File: config.mk
export PLATFORM = sky130hd
export DESIGN_NAME = ripple_fifo
export DESIGN_NICKNAME = d
export VERILOG_FILES = /design/src/rtl/fifo_ripple_pkg.sv /design/src/rtl/ripple_edge_det.sv /design/src/rtl/ripple_stage.sv /design/src/rtl/ripple_fifo.sv
export SDC_FILE = /design/constraint.sdc
export NUM_CORES = 1
export LEC_CHECK = 0
export BUFFER_PORTS_ARGS = -buffer_cell sky130_fd_sc_hd__buf_2
export CAP_MARGIN = 40
export CORE_MARGIN = 1.5
export CORE_UTILIZATION = 55
export DETAILED_ROUTE_END_ITERATION = 10
export GPL_TIMING_DRIVEN = 0
export MAX_ROUTING_LAYER = met4
export PLACE_DENSITY = 0.79
export SLEW_MARGIN = 20
export SYNTH_ARGS = -nofsm -noshare
export SYNTH_HDL_FRONTEND = slang
export SYNTH_HIERARCHICAL = 1
export SYNTH_SLANG_ARGS = --single-unit
export TNS_END_PERCENT = 30
File: constraint.sdc
create_clock -name clk -period 1.5 [get_ports clk]
set_input_delay 0.225 -clock clk [delete_from_list [all_inputs] [get_ports clk]]
set_output_delay 0.225 -clock clk [all_outputs]
set_load 0.01 [all_outputs]
File: src/rtl/fifo_ripple_pkg.sv
package fifo_ripple_pkg;

   typedef enum logic {
      EDGE_RISE = 1'b0,
      EDGE_FALL = 1'b1
   } edge_kind_e;

   localparam int DEF_WIDTH = 4;
   localparam int DEF_DEPTH = 16;

endpackage

File: src/rtl/ripple_edge_det.sv
// Sampled edge detector: compares the live level with the value held at the previous clock.
module ripple_edge_det
   import fifo_ripple_pkg::*;
#(
   parameter edge_kind_e KIND = EDGE_RISE
) (
   input  logic clk,
   input  logic mreset,
   input  logic level,
   output logic pulse
);

   // The idle value after clear suppresses a spurious edge when the level is held through reset.
   localparam logic IDLE_LEVEL = (KIND == EDGE_RISE);

   logic prev;

   always_ff @(posedge clk or posedge mreset) begin
      if (mreset) prev <= IDLE_LEVEL;
      else        prev <= level;
   end

   generate
      if (KIND == EDGE_RISE) begin : g_rise
         assign pulse = level & ~prev;
      end else begin : g_fall
         assign pulse = ~level & prev;
      end
   endgenerate

endmodule

File: src/rtl/ripple_stage.sv
// One word slot: occupancy marker plus data word (the data word has no reset).
module ripple_stage #(
   parameter int WIDTH = 4
) (
   input  logic             clk,
   input  logic             mreset,
   input  logic             take,   // upstream offers a word
   input  logic             drain,  // this word leaves this clock
   input  logic [WIDTH-1:0] feed,
   output logic             occ,
   output logic [WIDTH-1:0] data_q
);

   always_ff @(posedge clk or posedge mreset) begin
      if (mreset)   occ <= 1'b0;
      else if (occ) occ <= ~drain;
      else          occ <= take;
   end

   always_ff @(posedge clk) begin
      if (!occ && take) data_q <= feed;
   end

endmodule

File: src/rtl/ripple_fifo.sv
module ripple_fifo
   import fifo_ripple_pkg::*;
#(
   parameter int WIDTH = DEF_WIDTH,
   parameter int DEPTH = DEF_DEPTH
) (
   input  logic             clk,
   input  logic             mreset,
   input  logic             shift_in,
   input  logic [WIDTH-1:0] din,
   output logic             in_ready,
   input  logic             shift_out,
   input  logic             out_disable,
   output logic [WIDTH-1:0] dout,
   output logic             dout_valid,
   output logic             out_ready
);

   localparam int LAST = DEPTH - 1;

   generate
      if (WIDTH < 1) begin : g_bad_width
         $error("ripple_fifo: WIDTH must be at least 1");
      end
      if (DEPTH < 2) begin : g_bad_depth
         $error("ripple_fifo: DEPTH must be at least 2");
      end
   endgenerate

   logic [DEPTH-1:0] occ;
   logic [DEPTH-1:0] take;
   logic [DEPTH-1:0] drain;
   logic [WIDTH-1:0] word [DEPTH];
   logic [WIDTH-1:0] feed [DEPTH];

   logic si_edge, so_edge, out_gate;
   logic load_fire, unload_fire;

   // Read gate: its falling edge is a read, so a disable held high masks the strobe,
   // and a disable release with the strobe low completes a pending read.
   assign out_gate = shift_out | out_disable;

   ripple_edge_det #(.KIND(EDGE_RISE)) u_in_edge (
      .clk   (clk),
      .mreset(mreset),
      .level (shift_in),
      .pulse (si_edge)
   );

   ripple_edge_det #(.KIND(EDGE_FALL)) u_out_edge (
      .clk   (clk),
      .mreset(mreset),
      .level (out_gate),
      .pulse (so_edge)
   );

   assign load_fire   = si_edge & ~occ[0];
   assign unload_fire = so_edge & occ[LAST];

   generate
      for (genvar i = 0; i < DEPTH; i++) begin : g_chain
         if (i == 0) begin : g_head
            assign take[i] = load_fire;
            assign feed[i] = din;
         end else begin : g_body_in
            assign take[i] = occ[i-1];
            assign feed[i] = word[i-1];
         end

         if (i == LAST) begin : g_tail
            assign drain[i] = unload_fire;
         end else begin : g_body_out
            assign drain[i] = ~occ[i+1];
         end

         ripple_stage #(.WIDTH(WIDTH)) u_stage (
            .clk   (clk),
            .mreset(mreset),
            .take  (take[i]),
            .drain (drain[i]),
            .feed  (feed[i]),
            .occ   (occ[i]),
            .data_q(word[i])
         );
      end
   endgenerate

   assign in_ready   = ~occ[0];
   assign out_ready  = occ[LAST];
   assign dout_valid = ~out_disable;
   assign dout       = out_disable ? '0 : word[LAST];

endmodule

# After elaboration in Yosys (flattened, before gate mapping)
# Cells that the tools add are included.
# totals
reg_bits	82
in_bits	9
output_inout_bits	7
# classes
n_mux	17
bitwise_logic	10
n_reduce_logical	32
# ops
cell	n
logical AND 1 bit	16
logical NOT 1 bit	16
two-way mux 1 bit	16
NOT 1 bit	5
bitwise AND 1 bit	4
two-way mux 4 bit	1
OR 1 bit	1

# Depth between registers and ports, before layout
# Gate-level depths: netlist of run 1.
# depth
word_depth	6
depth_mapped	4

# Modules after synthesis
# Netlist of run 1, hierarchy kept.
# by_module_without_submodules
mod	instances	cells_each	area_each_um2
ripple_stage	16	9	163.9
ripple_fifo	1	24	107.6
ripple_edge_det at u_in_edge	1	3	43.8
ripple_edge_det at u_out_edge	1	3	42.5

# Least setup slack after synthesis of run 1
# Ideal clock, no wire load.
# synth_timing
kind	register to register
start	reg u_in_edge.prev
end	reg g_chain[0].u_stage.data_q[0] (enable)
arrival_time_ps	845
t_required_ps	1168
slack_ps	323
stages_incl_launch_ff	4
n_path_buf	0
cell_sequence	dfstp_2 -> nor2b_4 -> nor2b_1 -> nor2b_1
# synth_via
elab_chain_len	4
# synth_rtl
element	line	source
from (decl)	ripple_edge_det.sv:16	logic prev;
from (signal assigned)	ripple_edge_det.sv:20	else prev <= level;
NOT 1 bit	ripple_edge_det.sv:25	assign pulse = level & ~prev;
bitwise AND 1 bit	ripple_edge_det.sv:25	
via si_edge	ripple_fifo.sv:36	logic si_edge, so_edge, out_gate;
bitwise AND 1 bit	ripple_fifo.sv:57	assign load_fire = si_edge & ~occ[0];
via load_fire	ripple_fifo.sv:37	logic load_fire, unload_fire;
logical AND 1 bit	ripple_stage.sv:21	if (!occ && take) data_q <= feed;
to (signal assigned)	ripple_stage.sv:21	
to (decl)	ripple_stage.sv:11	output logic [WIDTH-1:0] data_q
# The timed path passes the listed nets, and every way through them passes these cells.
# A chain may end at the register's enable or synchronous reset.

# Worst setup path in the final report of run 1
# layout_timing
start	in shift_in
end	reg g_chain[0].u_stage.data_q[2] (enable)
# layout_via
elab_chain_len	3
# layout_rtl
element	line	source
from (decl)	ripple_fifo.sv:9	input logic shift_in,
bitwise AND 1 bit	ripple_edge_det.sv:25	
via si_edge	ripple_fifo.sv:36	
bitwise AND 1 bit	ripple_fifo.sv:57	
via load_fire	ripple_fifo.sv:37	
logical AND 1 bit	ripple_stage.sv:21	
# The timed path passes the listed nets, and every way through them passes these cells.

==> results of run 1 <==
[report_power, final]
| part | internal (mW) | switching [mW] | leakage, nW |
|---|---|---|---|
| registers | 3.13 | 0.322 | 0.763 |
| clock network | 0.771 | 0.729 | 0.0925 |
| logic | 0.213 | 0.339 | 0.413 |
[flip-flops by register name (all words and copies together) (netlist names)]
signal	count
g_chain.u_stage/data_q	64
g_chain.u_stage/occ	16
u_in_edge/prev	1
u_out_edge/prev	1
[path summary, 6_finish.rpt]
path | start | end | slack [ns] | cells after the start
hold reg to reg | g_chain[5].u_stage/data_q[1] | g_chain[6].u_stage/data_q[1] | 0.42 | 0
setup / recovery | shift_in | g_chain[0].u_stage/data_q[2] | 0.07 | 5
max in group asynchronous | mreset | u_in_edge/prev | 0.90 | 3
min in group asynchronous | mreset | g_chain[0].u_stage/occ | 0.41 | 3
hold / removal | din[3] | g_chain[0].u_stage/data_q[3] | 0.06 | 1
setup reg to reg | u_in_edge/prev | g_chain[0].u_stage/data_q[2] | 0.23 | 3
[worst register-to-register path, delay by kind of cell (launching register included)]
kind | cells | cell delay [ns]
flip-flops | 1 | 0.38
AND/OR/NAND/NOR | 3 | 0.57
[per-stage QoR]
stage	instances	util	power, mW	hold slack [ns]	instance area, um^2
after global placement	256	0.6177	4.005	0.2189	2975
after CTS	274	0.6623	5.570	0.03715	3191
after detailed placement	256	0.6177	4.059	0.2279	2975
after global routing	274	0.6623	5.798	0.02696	3191
after floorplan	174	-	3.825	-0.04629	2816
final	274	0.6623	5.503	0.05662	3191
[Yosys cell counts, drive strengths merged]
library cell / instances / area [um^2]
nor2b: 23 / 158.9
nor2: 16 / 60.06
inv: 35 / 131.4
dfstp: 1 / 26.28
dfrtp: 17 / 425.4
and2: 1 / 6.260
or2: 1 / 6.260
a21oi: 16 / 80.08
edfxtp: 64 / 1922
[kinds of logic (layout without fill, tap and decap cells)]
kind of cell           count (synthesis)  count (layout)  synth area share
AOI/OAI and AO/OA                     16              16           0.02843
buffers and inverters                 35              68           0.04665
DFF                                   82              82            0.8427
and+or+nand+nor                       41              41           0.08219
[cell type report]
class	instances	area (um^2)
flip-flops and latches	82	2374
fillers	362	1627
multi-input cells	57	311.5
inverters	35	131.4
clock buffers	10	127.6
repair buffers	17	95.09
well taps	67	83.83
clock inverters	6	67.56
[metal layers]
layer,GRT usage,vias up,wire [um]
li1,-,630,-
met1,0.1662,627,1448
met2,0.2321,31,1612
met3,0.08130,4,234
met4,0.03636,0,25
met5,-,-,0
==> impl_metrics.xml, run 1 <==
<?xml version="1.0" encoding="UTF-8"?>
<metrics>
  <group name="clock_tree">
    <metric name="post_cts_gate_resize_count" unit="">0</metric>
    <metric name="cts_made_buffers" unit="">9</metric>
    <metric name="cts.repair_timing.setup_buffer_count" unit="">0</metric>
    <metric name="cts-root-buf" unit="">sky130_fd_sc_hd__clkbuf_8</metric>
    <metric name="tritoncts_clock_tree" unit="">done</metric>
    <metric name="postCtsHoldBufs" unit="">2</metric>
    <metric name="clock_latency" unit="ns">0.34</metric>
    <metric name="clock-sinks" unit="">82</metric>
    <metric name="h-tree-depth" unit="">3</metric>
    <metric name="worst_setup_hold_path_clk_slew" unit="ns">0.08</metric>
    <metric name="clock_tree.buffer_depth" unit="">2</metric>
  </group>
  <group name="drt">
    <metric name="antenna_violating_nets_post_route" unit="">0</metric>
    <metric name="routed_wire_length_per_instance" unit="um">12.12</metric>
    <metric name="post_drt_via_cell_ratio" unit="">4.715</metric>
    <metric name="num_vias" unit="">1292</metric>
    <metric name="drcViolationCount" unit="">0</metric>
    <metric name="drtIter0Drc" unit="">65</metric>
    <metric name="drt_wl_total" unit="um">3320</metric>
    <metric name="detail_route.first_pass.iterations" unit="">4</metric>
  </group>
  <group name="critical_path">
    <metric name="crit_chain" unit="">dlygate4sd3_1 -&gt; buf_2 -&gt; nor2b_4 -&gt; nor2b_1 -&gt; nor2b_1</metric>
    <metric name="worst_ep_arrival_time" unit="ns">1.45</metric>
    <metric name="cp_common_cell" unit="">sky130_fd_sc_hd__nor2b_1</metric>
    <metric name="crit_required" unit="ns">1.51</metric>
    <metric name="timing.critical_path.max_delay_family" unit="">buffers and inverters</metric>
    <metric name="worst_setup_path_start_kind" unit="">input port</metric>
    <metric name="critPathBufInv" unit="">2</metric>
    <metric name="max_stage_delay" unit="ns">0.52</metric>
    <metric name="path_max_fanout" unit="">4</metric>
    <metric name="worstSetupPathType" unit="">in -&gt; reg</metric>
    <metric name="endpoint_kind" unit="">flip-flop</metric>
    <metric name="critPathSlowestCell" unit="">sky130_fd_sc_hd__dlygate4sd3_1</metric>
  </group>
  <group name="finish">
    <metric name="most_frequent_cells_in_the_layout" unit="">sky130_fd_sc_hd__edfxtp_1, sky130_fd_sc_hd__inv_1, sky130_fd_sc_hd__nor2b_1</metric>
    <metric name="insertedDiodeCount" unit="">0</metric>
    <metric name="final_nets" unit="">211</metric>
    <metric name="final_layout_size_suffix_gt1_frac" unit="">0.1594</metric>
    <metric name="most_common_cell_after_layout_fill_and_taps_aside" unit="">sky130_fd_sc_hd__edfxtp_1</metric>
    <metric name="area_growth_syn_to_layout" unit="%">13.28</metric>
  </group>
  <group name="sta">
    <metric name="unrepaired_setup_endpoints_after_global_routing" unit="">no</metric>
    <metric name="report.final.setup_viol" unit="">0</metric>
    <metric name="worst_slew_margin" unit="">0.7364</metric>
    <metric name="period_minus_slack" unit="ns">1.432</metric>
    <metric name="hold_viol" unit="">0</metric>
    <metric name="max_freq" unit="MHz">698.1</metric>
    <metric name="fin_skew" unit="ns">0.005217</metric>
    <metric name="final_min_period_over_clock_period" unit="">0.9550</metric>
    <metric name="setup-tns-final" unit="ns">0</metric>
    <metric name="finalMaxSlewViolations" unit="">0</metric>
    <metric name="timing_worst_slew_pin_value" unit="ns">0.3945</metric>
    <metric name="timing.final.ws_setup" unit="ns">0.06753</metric>
  </group>
  <group name="global_route">
    <metric name="grt_remaining_overflow" unit="">0</metric>
    <metric name="pin_count_of_the_biggest_net_entering_global_routing" unit="">19</metric>
    <metric name="grt_antenna_before_repair" unit="">0</metric>
    <metric name="groute.usage.overall" unit="">0.1478</metric>
    <metric name="global_route_wire_length_before_repair" unit="um">5471</metric>
    <metric name="first_global_vias" unit="">1252</metric>
  </group>
  <group name="floorplan">
    <metric name="initial_utilization" unit="">0.5847</metric>
    <metric name="area_of_the_die" unit="um^2">5559</metric>
    <metric name="ioPinCount" unit="">16</metric>
    <metric name="rows" unit="">25</metric>
    <metric name="die_height" unit="um">74.56</metric>
    <metric name="core_area" unit="um^2">4817</metric>
    <metric name="die-width" unit="um">74.56</metric>
  </group>
  <group name="yosys">
    <metric name="synth_cells" unit="">174</metric>
    <metric name="part_of_the_yosys_area_used_for_sequential_elements" unit="">0.8427</metric>
    <metric name="postSynthRegisterBits" unit="">82</metric>
    <metric name="yosys.cell_types.count" unit="">10</metric>
    <metric name="synthesis.nets" unit="">183</metric>
    <metric name="yosysWarningCount" unit="">6</metric>
    <metric name="synthesis.area_per_instance" unit="um^2">16.19</metric>
    <metric name="area_of_the_mapped_netlist" unit="um^2">2816</metric>
  </group>
  <group name="power">
    <metric name="ir_drop" unit="uV">903.0</metric>
    <metric name="cellLeakagePower" unit="nW">1.269</metric>
    <metric name="power.density_cell_area" unit="nW/um^2">1725</metric>
  </group>
  <group name="placement">
    <metric name="port_buffers" unit="">15</metric>
    <metric name="place_ws" unit="ns">0.2229</metric>
    <metric name="detailedPlacementHpwl" unit="um">2190</metric>
    <metric name="gp_congestion" unit="">0.7253</metric>
  </group>
  <group name="run">
    <metric name="timing.max_cap.violations" unit="">0</metric>
  </group>
  <group name="min_path">
    <metric name="hold_path.class" unit="">in -&gt; reg</metric>
  </group>
  <group name="outcome">
    <metric name="run_status" unit="">complete, no violations</metric>
  </group>
</metrics>
Power figures use the tool's default switching activity.
==> run 2: changes to the inputs <==
- CORE_UTILIZATION: 55 -> 40
- CTS_BUF_LIST: default -> sky130_fd_sc_hd__clkbuf_8
- PLACE_DENSITY: 0.79 -> 0.62
==> impl_metrics.xml, run 2 (synthesis gave the netlist of run 1 again) <==
<?xml version="1.0" encoding="UTF-8"?>
<metrics>
  <group name="outcome">
    <metric name="run_status" unit="">complete, no violations</metric>
  </group>
  <group name="power">
    <metric name="p_sw_frac" unit="">0.2517</metric>
    <metric name="cellLeakagePower" unit="nW">1.286</metric>
    <metric name="internal_power" unit="mW">4.291</metric>
    <metric name="power_frac_comb" unit="">0.098</metric>
    <metric name="ir_drop" unit="uV">729.2</metric>
    <metric name="total_power" unit="mW">5.734</metric>
    <metric name="power.clock.fraction" unit="">0.301</metric>
    <metric name="power.density_cell_area" unit="nW/um^2">1759</metric>
    <metric name="power_switching" unit="mW">1.443</metric>
    <metric name="power.share.sequential" unit="">0.601</metric>
  </group>
  <group name="finish">
    <metric name="largest_register" unit="">g_chain.u_stage/data_q</metric>
    <metric name="final_nets" unit="">211</metric>
    <metric name="final_util" unit="">0.4799</metric>
    <metric name="largest_reg_flops" unit="">64</metric>
    <metric name="area_growth_syn_to_layout" unit="%">15.77</metric>
    <metric name="most_frequent_cells_in_the_layout" unit="">sky130_fd_sc_hd__edfxtp_1, sky130_fd_sc_hd__inv_1, sky130_fd_sc_hd__nor2b_1</metric>
    <metric name="largestRegisters" unit="">g_chain.u_stage/data_q x64, g_chain.u_stage/occ x16</metric>
    <metric name="most_common_cell_after_layout_fill_and_taps_aside" unit="">sky130_fd_sc_hd__edfxtp_1</metric>
    <metric name="insertedDiodeCount" unit="">0</metric>
    <metric name="final_layout_size_suffix_gt1_frac" unit="">0.1691</metric>
  </group>
  <group name="clock_tree">
    <metric name="h-tree-depth" unit="">3</metric>
    <metric name="cts-root-buf" unit="">sky130_fd_sc_hd__clkbuf_8</metric>
    <metric name="clock_latency" unit="ns">0.34</metric>
    <metric name="clock_tree.buffer_depth" unit="">2</metric>
    <metric name="cts_made_buffers" unit="">9</metric>
    <metric name="tritoncts_clock_tree" unit="">done</metric>
    <metric name="clock-sinks" unit="">82</metric>
    <metric name="worst_setup_hold_path_clk_slew" unit="ns">0.08</metric>
    <metric name="cts.repair_timing.setup_buffer_count" unit="">0</metric>
  </group>
  <group name="sta">
    <metric name="finalMaxSlewViolations" unit="">0</metric>
    <metric name="fin_skew" unit="ns">0.008619</metric>
    <metric name="timing_worst_slew_pin_value" unit="ns">0.3987</metric>
    <metric name="worst_slew_margin" unit="">0.7337</metric>
    <metric name="max_freq" unit="MHz">739.2</metric>
    <metric name="hold_viol" unit="">0</metric>
    <metric name="hold_slack" unit="ns">0.04787</metric>
    <metric name="timing.final.ws_setup" unit="ns">0.1472</metric>
    <metric name="final_min_period_over_clock_period" unit="">0.9019</metric>
    <metric name="unrepaired_setup_endpoints_after_global_routing" unit="">no</metric>
    <metric name="setup-tns-final" unit="ns">0</metric>
    <metric name="report.final.setup_viol" unit="">0</metric>
    <metric name="period_minus_slack" unit="ns">1.353</metric>
  </group>
  <group name="critical_path">
    <metric name="critPathBufInv" unit="">2</metric>
    <metric name="path_max_fanout" unit="">4</metric>
    <metric name="critPathSlowestCell" unit="">sky130_fd_sc_hd__dlygate4sd3_1</metric>
    <metric name="worstSetupPathType" unit="">in -&gt; reg</metric>
    <metric name="r2r_slack" unit="ns">0.31</metric>
    <metric name="crit_chain" unit="">dlygate4sd3_1 -&gt; buf_2 -&gt; nor2b_4 -&gt; nor2b_1 -&gt; nor2b_2</metric>
    <metric name="endpoint_kind" unit="">flip-flop</metric>
    <metric name="worst_ep_arrival_time" unit="ns">1.40</metric>
    <metric name="crit_reg_reg_endpoint" unit="">g_chain[0].u_stage/data_q[2]</metric>
    <metric name="critical_path.reg2reg.startpoint" unit="">u_in_edge/prev</metric>
    <metric name="path_depth_of_the_worst_reg2reg_path" unit="">3</metric>
    <metric name="worst_setup_path_start_kind" unit="">input port</metric>
    <metric name="crit_required" unit="ns">1.55</metric>
    <metric name="timing.critical_path.max_delay_family" unit="">buffers and inverters</metric>
    <metric name="max_stage_delay" unit="ns">0.52</metric>
  </group>
  <group name="floorplan">
    <metric name="core_area" unit="um^2">6794</metric>
    <metric name="rows" unit="">30</metric>
    <metric name="initial_utilization" unit="">0.4145</metric>
    <metric name="die_height" unit="um">86.91</metric>
    <metric name="die-width" unit="um">86.91</metric>
    <metric name="area_of_the_die" unit="um^2">7553</metric>
    <metric name="ioPinCount" unit="">16</metric>
  </group>
  <group name="min_path">
    <metric name="holdCritStartpoint" unit="">din[1]</metric>
    <metric name="min_delay_path_depth" unit="">1</metric>
    <metric name="hold_path.class" unit="">in -&gt; reg</metric>
    <metric name="min_to" unit="">g_chain[0].u_stage/data_q[1]</metric>
  </group>
  <group name="drt">
    <metric name="detail_route.first_pass.iterations" unit="">4</metric>
    <metric name="routed_wire_length_per_instance" unit="um">11.20</metric>
    <metric name="drt_wl_total" unit="um">3393</metric>
    <metric name="drtIter0Drc" unit="">27</metric>
    <metric name="drcViolationCount" unit="">0</metric>
    <metric name="post_drt_via_cell_ratio" unit="">4.106</metric>
    <metric name="num_vias" unit="">1244</metric>
    <metric name="antenna_violating_nets_post_route" unit="">0</metric>
  </group>
  <group name="global_route">
    <metric name="groute.usage.overall" unit="">0.1086</metric>
    <metric name="global_route_wire_length_before_repair" unit="um">5520</metric>
    <metric name="pin_count_of_the_biggest_net_entering_global_routing" unit="">19</metric>
    <metric name="first_global_vias" unit="">1238</metric>
    <metric name="grt_remaining_overflow" unit="">0</metric>
    <metric name="grt_antenna_before_repair" unit="">0</metric>
  </group>
  <group name="placement">
    <metric name="place_ws" unit="ns">0.1892</metric>
    <metric name="detailedPlacementHpwl" unit="um">2235</metric>
    <metric name="gp_congestion" unit="">0.7178</metric>
    <metric name="port_buffers" unit="">15</metric>
  </group>
  <group name="run">
    <metric name="timing.max_cap.violations" unit="">0</metric>
  </group>
</metrics>
-- run 2: routing by layer --
layer | up-vias | global-route usage | wire length (um)
li1 | 629 | - | -
met2 | 21 | 0.1691 | 1696
met4 | 0 | 0.05718 | 73
met5 | - | - | 0
met1 | 587 | 0.1091 | 1485
met3 | 7 | 0.05972 | 137
-- run 2: worst reg2reg max path: stages (launching register included) --
cell and delay (ns):
sky130_fd_sc_hd__dfstp_2 0.38, sky130_fd_sc_hd__nor2b_4 0.09, sky130_fd_sc_hd__nor2b_1 0.17, sky130_fd_sc_hd__nor2b_2 0.26
-- run 2: area by class of cell --
type | instances | area, um^2
clock buffer | 9 | 123.9
inverter | 35 | 131.4
tap | 96 | 120.1
timing repair buffer | 17 | 95.09
sequential | 82 | 2374
clock inverter | 7 | 102.6
multi-input combinational | 57 | 314.1
fill | 591 | 3533
-- run 2: worst max-delay path by stage --
stage / start / endpoint / slack [ns] / cells past startpoint
floorplan: u_in_edge/prev / g_chain[0].u_stage/data_q[0] / 0.32 / 3
finish: shift_in / g_chain[0].u_stage/data_q[2] / 0.15 / 5
global route: shift_in / g_chain[0].u_stage/data_q[1] / 0.08 / 5
global placement: u_in_edge/prev / g_chain[0].u_stage/data_q[0] / 0.21 / 3
detailed placement: u_in_edge/prev / g_chain[0].u_stage/data_q[0] / 0.19 / 3
CTS: shift_in / g_chain[0].u_stage/data_q[0] / 0.05 / 5
-- run 2: power groups by stage --
stage / Combinational (mW) / Clock (mW) / Sequential (mW)
detailed placement: 0.576 / 0 / 3.49
CTS: 0.582 / 1.80 / 3.45
floorplan: 0.436 / 0 / 3.39
global route: 0.647 / 1.87 / 3.52
global placement: 0.542 / 0 / 3.48
finish: 0.565 / 1.72 / 3.45
-- run 2: timing repair --
item,CTS,global route
endpoints found under the hold margin,18,0
resized for setup,0,1
setup endpoints to repair,0,4
hold buffers,2,0
-- run 2: through the flow --
step           instance area (um^2)  std cells
2_1_floorplan                  2816        174
3_3_place_gp                   3012        285
3_5_place_dp                   3012        285
4_1_cts                        3258        303
5_1_grt                        3261        303
6_report                       3261        303
